**src/rtl/keyed_clock_port.sv**
```systemverilog
module keyed_clock_port #(
  parameter int          N   = 64,
  parameter logic [63:0] KEY = 64'h5CA33AC5_5CA33AC5
) (
  input  logic         clk,
  input  logic         rst_n,
  input  logic         cyc_stb,
  input  logic         ce_n,
  input  logic         oe_n,
  input  logic         we_n,
  input  logic         dq0_in,
  input  logic         abort_n,
  input  logic         abort_mask,
  input  logic [N-1:0] clk_regs_in,
  output logic         dq0_out,
  output logic         mem_inhibit,
  output logic         clk_capture,
  output logic [N-1:0] clk_regs_out,
  output logic         clk_load
);
  localparam int            CW   = $clog2(N);
  localparam logic [CW-1:0] LAST = CW'(N - 1);

  logic          in_xfer, frozen, dir_wr;
  logic [CW-1:0] ptr, cnt;
  logic [N-1:0]  sh;

  wire rd_cyc = cyc_stb & ~ce_n & we_n & ~oe_n;
  wire wr_cyc = cyc_stb & ~ce_n & ~we_n;
  wire first  = (cnt == '0);
  wire is_wr  = first ? wr_cyc : dir_wr;
  wire abort  = in_xfer & ~abort_n & ~abort_mask;

  assign mem_inhibit  = in_xfer;
  assign clk_capture  = in_xfer & first & rd_cyc;
  assign dq0_out      = in_xfer & (first ? clk_regs_in[0] : (~dir_wr & sh[0]));
  assign clk_regs_out = sh;

  always_ff @(posedge clk or negedge rst_n) begin
    if (!rst_n) begin
      in_xfer  <= 1'b0;
      frozen   <= 1'b0;
      dir_wr   <= 1'b0;
      ptr      <= '0;
      cnt      <= '0;
      sh       <= '0;
      clk_load <= 1'b0;
    end else begin
      clk_load <= 1'b0;
      if (abort) begin
        in_xfer <= 1'b0;
        ptr     <= '0;
        frozen  <= 1'b0;
        cnt     <= '0;
      end else if (!in_xfer) begin
        if (rd_cyc) begin
          ptr    <= '0;
          frozen <= 1'b0;
        end else if (wr_cyc && !frozen) begin
          if (dq0_in == KEY[ptr]) begin
            if (ptr == LAST) begin
              in_xfer <= 1'b1;
              ptr     <= '0;
              cnt     <= '0;
            end else begin
              ptr <= ptr + 1'b1;
            end
          end else begin
            frozen <= 1'b1;
          end
        end
      end else if (rd_cyc || wr_cyc) begin
        if (first) dir_wr <= wr_cyc;
        if (is_wr) sh <= {dq0_in, sh[N-1:1]};
        else       sh <= (first ? clk_regs_in : sh) >> 1;
        cnt <= cnt + 1'b1;
        if (cnt == LAST) begin
          in_xfer  <= 1'b0;
          cnt      <= '0;
          ptr      <= '0;
          frozen   <= 1'b0;
          clk_load <= is_wr;
        end
      end
    end
  end
endmodule

```
**config.mk**
```make
export PLATFORM = sky130hd
export DESIGN_NAME = keyed_clock_port
export DESIGN_NICKNAME = d
export VERILOG_FILES = /design/src/rtl/keyed_clock_port.sv
export SDC_FILE = /design/constraint.sdc
export NUM_CORES = 1
export LEC_CHECK = 0
export BUFFER_PORTS_ARGS = -buffer_cell sky130_fd_sc_hd__buf_2
export CORE_AREA = 2 2 94 96
export DETAILED_ROUTE_END_ITERATION = 10
export DIE_AREA = 0 0 96 98
export HOLD_SLACK_MARGIN = 0.12
export PLACE_DENSITY_LB_ADDON = 0.15
export SKIP_CTS_REPAIR_TIMING = 1
export SLEW_MARGIN = 5
export SYNTH_ARGS = -nofsm -noshare
export SYNTH_HDL_FRONTEND = slang
export SYNTH_SLANG_ARGS = --single-unit
export TNS_END_PERCENT = 5
```
**constraint.sdc**
```tcl
create_clock -name clk -period 2.5 [get_ports clk]
set_input_delay 0.5 -clock clk [delete_from_list [all_inputs] [get_ports clk]]
set_output_delay 0.5 -clock clk [all_outputs]
set_load 0.03 [all_outputs]
```
==> reports/summary.txt <==
Run status -> finished, final reports clean
Largest fanout on the critical path -> 6
Width of the chip -> 96 um
Tmin final -> 2390 ps
Placed inst area -> 4860 um^2
Mapped Nets -> 479
Area taken by multi-input logic gates -> 1910 um^2
Reg2reg start -> cnt[0]
Avg Inst Size Synth -> 10.1 um^2
Num CTS Buffers -> 9
Largest net degree at the start of global routing -> 77
Routed WL -> 9460 um
Reg power frac -> 52.0%
1st-pass router iterations -> 4
CTS sink cnt -> 80
Crit path from -> cnt[0]
Sequential-to-total area share from yosys stat -> 49.3%
Root Buffer -> clkbuf_8
Congestion Overflow GR -> 0
Setup violations, final -> 0
CP required -> 2000 ps
Final HPWL DP -> 6900 um
Worst-path clk slew -> 90 ps
Hold Violations, Final -> 0
Fill count -> 781
Area Growth Syn to Fin -> 24.7%
Slew Viols, Final -> 0
F_max -> 0.419 GHz
Slew at the pin with the worst max-slew slack -> 690 ps
Die Area -> 9410 um^2
Psw -> 813 uW
WL/cell -> 14.5 um
Critical Path Source Type -> flop
Post-route DRC violation count -> 0
Part of the cycle the worst path needs -> 95.5%
Initial antenna violation count -> 0
Hold_ws -> 169 ps
Vias per cell -> 5.13
P per Cell Area -> 534 nW/um^2
Core box area -> 8470 um^2
Starting Density -> 48.0%
Pint -> 1.89 mW
CTS tree -> done
Register bit total from synthesis -> 80
Number of synthesis warnings -> 0
DR iter-0 viols -> 114
Die Span Y -> 98 um
Bufs on Longest Clock Path -> 2
Worst Path Class, Setup -> reg -> out
NumNets Final -> 616
WP data arrival -> 1890 ps
Routed Antenna Nets -> 0
Clock share of power -> 32.7%
Vias in the first global route -> 3153
Peak supply drop -> 0.331 mV
Ant diodes -> 0
FF/Latch Area -> 2000 um^2
Critical Path Sink Type -> output pin
Switching Fraction -> 30.0%
Max cap viols -> 0
GP Congestion -> 0.811
Post-Syn Area -> 4060 um^2
Worst hold-check path type -> in -> async
Post-synthesis cell type count -> 43
Tot GR Track Use -> 20.1%
Layout cell share with drive strength beyond 1 -> 32.3%
First-pass GRT wire length -> 14900 um
Pleak -> 2.35 nW
Final Instance Area -> 5070 um^2
Combinational power share -> 15.3%
Ports -> 141
Clock Skews -> 15.8 ps
Clk_lat worst skew -> 360 ps
Inst Count DP -> 634
Port-buffer cells -> 140
Synth Instances -> 403
Num rows -> 34
H-tree lvl count -> 3
Via Count -> 3351
Non-Filler Instances -> 653
Headroom to the max-slew limit -> 53.6%
-- cell usage after synthesis (all sizes together) --
cell    instances  area (um^2)
o21ai          71          355
nand4           1         6.26
o211ai          3         22.5
and3            4         25.0
nor3            4         20.0
mux2            2         26.3
a41o            1         10.0
a21oi           9         45.0
o22ai           1         6.26
a21o            1         7.51
clkbuf         15         56.3
o21a            1         7.51
nand3           9         45.0
a32oi           4         35.0
dfrtp          80         2000
nand4b          1         8.76
ha              3         37.5
inv             6         22.5
nor3b           5         37.5
a31oi           3         18.8
nor4            2         27.5
nor2            8         30.0
xor2            2         17.5
o22a            1         8.76
buf             9         91.3
a21bo           1         10.0
nor2b           2         12.5
mux2i          67          683
or3             1         6.26
nand2          76          285
o31ai           2         15.0
nand2b          3         18.8
and4            1         8.76
xnor2           1         16.3
nor4b           1         23.8
and2            1         6.26
or2             1         6.26
-- per-stage QoR --
step / setup TNS, ps / total power [mW] / setup WS (ps) / utilization [%]
after floorplan: 0 / 1.68 / 560 / -
after global placement: 0 / 1.83 / 427 / 57.4
after detailed placement: 0 / 1.84 / 323 / 57.4
after CTS: 0 / 2.72 / 82.2 / 59.6
after global routing: -23.5 / 2.85 / -23.5 / 59.9
final: 0 / 2.71 / 113 / 59.9
-- per-layer routing --
metal	global-route usage, %	part of all wire [%]	vias up
li1	-	-	1702
met5	0	0	-
met3	4.94	5.7	9
met2	30.4	47	96
met1	28.4	45	1544
met4	6.48	1.4	0
-- area by class of cell --
| class | instances | share of cell area (%) |
|---|---|---|
| Clock buffer | 9 | 2.44 |
| Tap cell | 108 | 2.67 |
| Sequential cell | 80 | 39.5 |
| Timing Repair Buffer | 150 | 16.1 |
| Multi-Input combinational cell | 293 | 37.7 |
| Clock inverter | 7 | 1.09 |
| Inverter | 6 | 0.444 |
-- flip-flops by register name (all words and copies together) (netlist names) --
register	flops
clk_load	1
clk_regs_out	64
cnt	6
dir_wr	1
frozen	1
mem_inhibit	1
ptr	6
-- logic make-up (layout without fill, tap and decap cells) --
logic type | Yosys count | count (layout) | share of synthesized area, %
simple gates | 120 | 120 | 14.0
compound gates | 98 | 98 | 13.3
flops | 80 | 80 | 49.3
mux | 69 | 69 | 17.5
buf+inv | 30 | 172 | 4.19
fa+ha+maj | 3 | 3 | 0.924
xor+xnor | 3 | 3 | 0.832
-- critical path, stage by stage (launching register included) --
cell and delay, ps:
dfrtp_1 400, inv_1 80, ha_1 200, nand2b_1 110, nor4_4 50, buf_4 160
nor3b_1 190, a21oi_1 60, nor2_1 100, buf_4 170
-- worst paths after layout --
kind | to | slack [ps] | cells after the start
max | dq0_out | 110 | 9
min | clk_regs_out[44] | 170 | 1
max reg2reg | clk_regs_out[11] | 370 | 9
min reg2reg | clk_regs_out[63] | 510 | 2
max in group asynchronous | clk_regs_out[33] | 1630 | 2
min in group clk | clk_regs_out[5] | 410 | 3
-- power by group through the flow --
stage	Combinational, mW	Sequential [mW]	Clock, mW
2_1_floorplan	0.267	1.42	0
3_3_place_gp	0.401	1.43	0
3_5_place_dp	0.408	1.43	0
4_1_cts	0.409	1.41	0.908
5_1_grt	0.462	1.42	0.967
6_report	0.415	1.41	0.884
-- cell usage in the layout (no fill, tap or decap), drive strengths merged, types with 2 or more instances in the layout --
cell,n
and3,4
o21ai,71
o31ai,2
a32oi,4
a21oi,9
nand2,76
clkinvlp,2
nor3b,5
nor2b,2
nor3,4
xor2,2
o211ai,3
nor4,2
clkinv,3
a31oi,3
mux2i,67
clkbuf,9
ha,3
dfrtp,80
buf,150
nand3,9
mux2,2
nor2,8
inv,8
nand2b,3
Note: power is estimated with default switching activity, not from simulation.
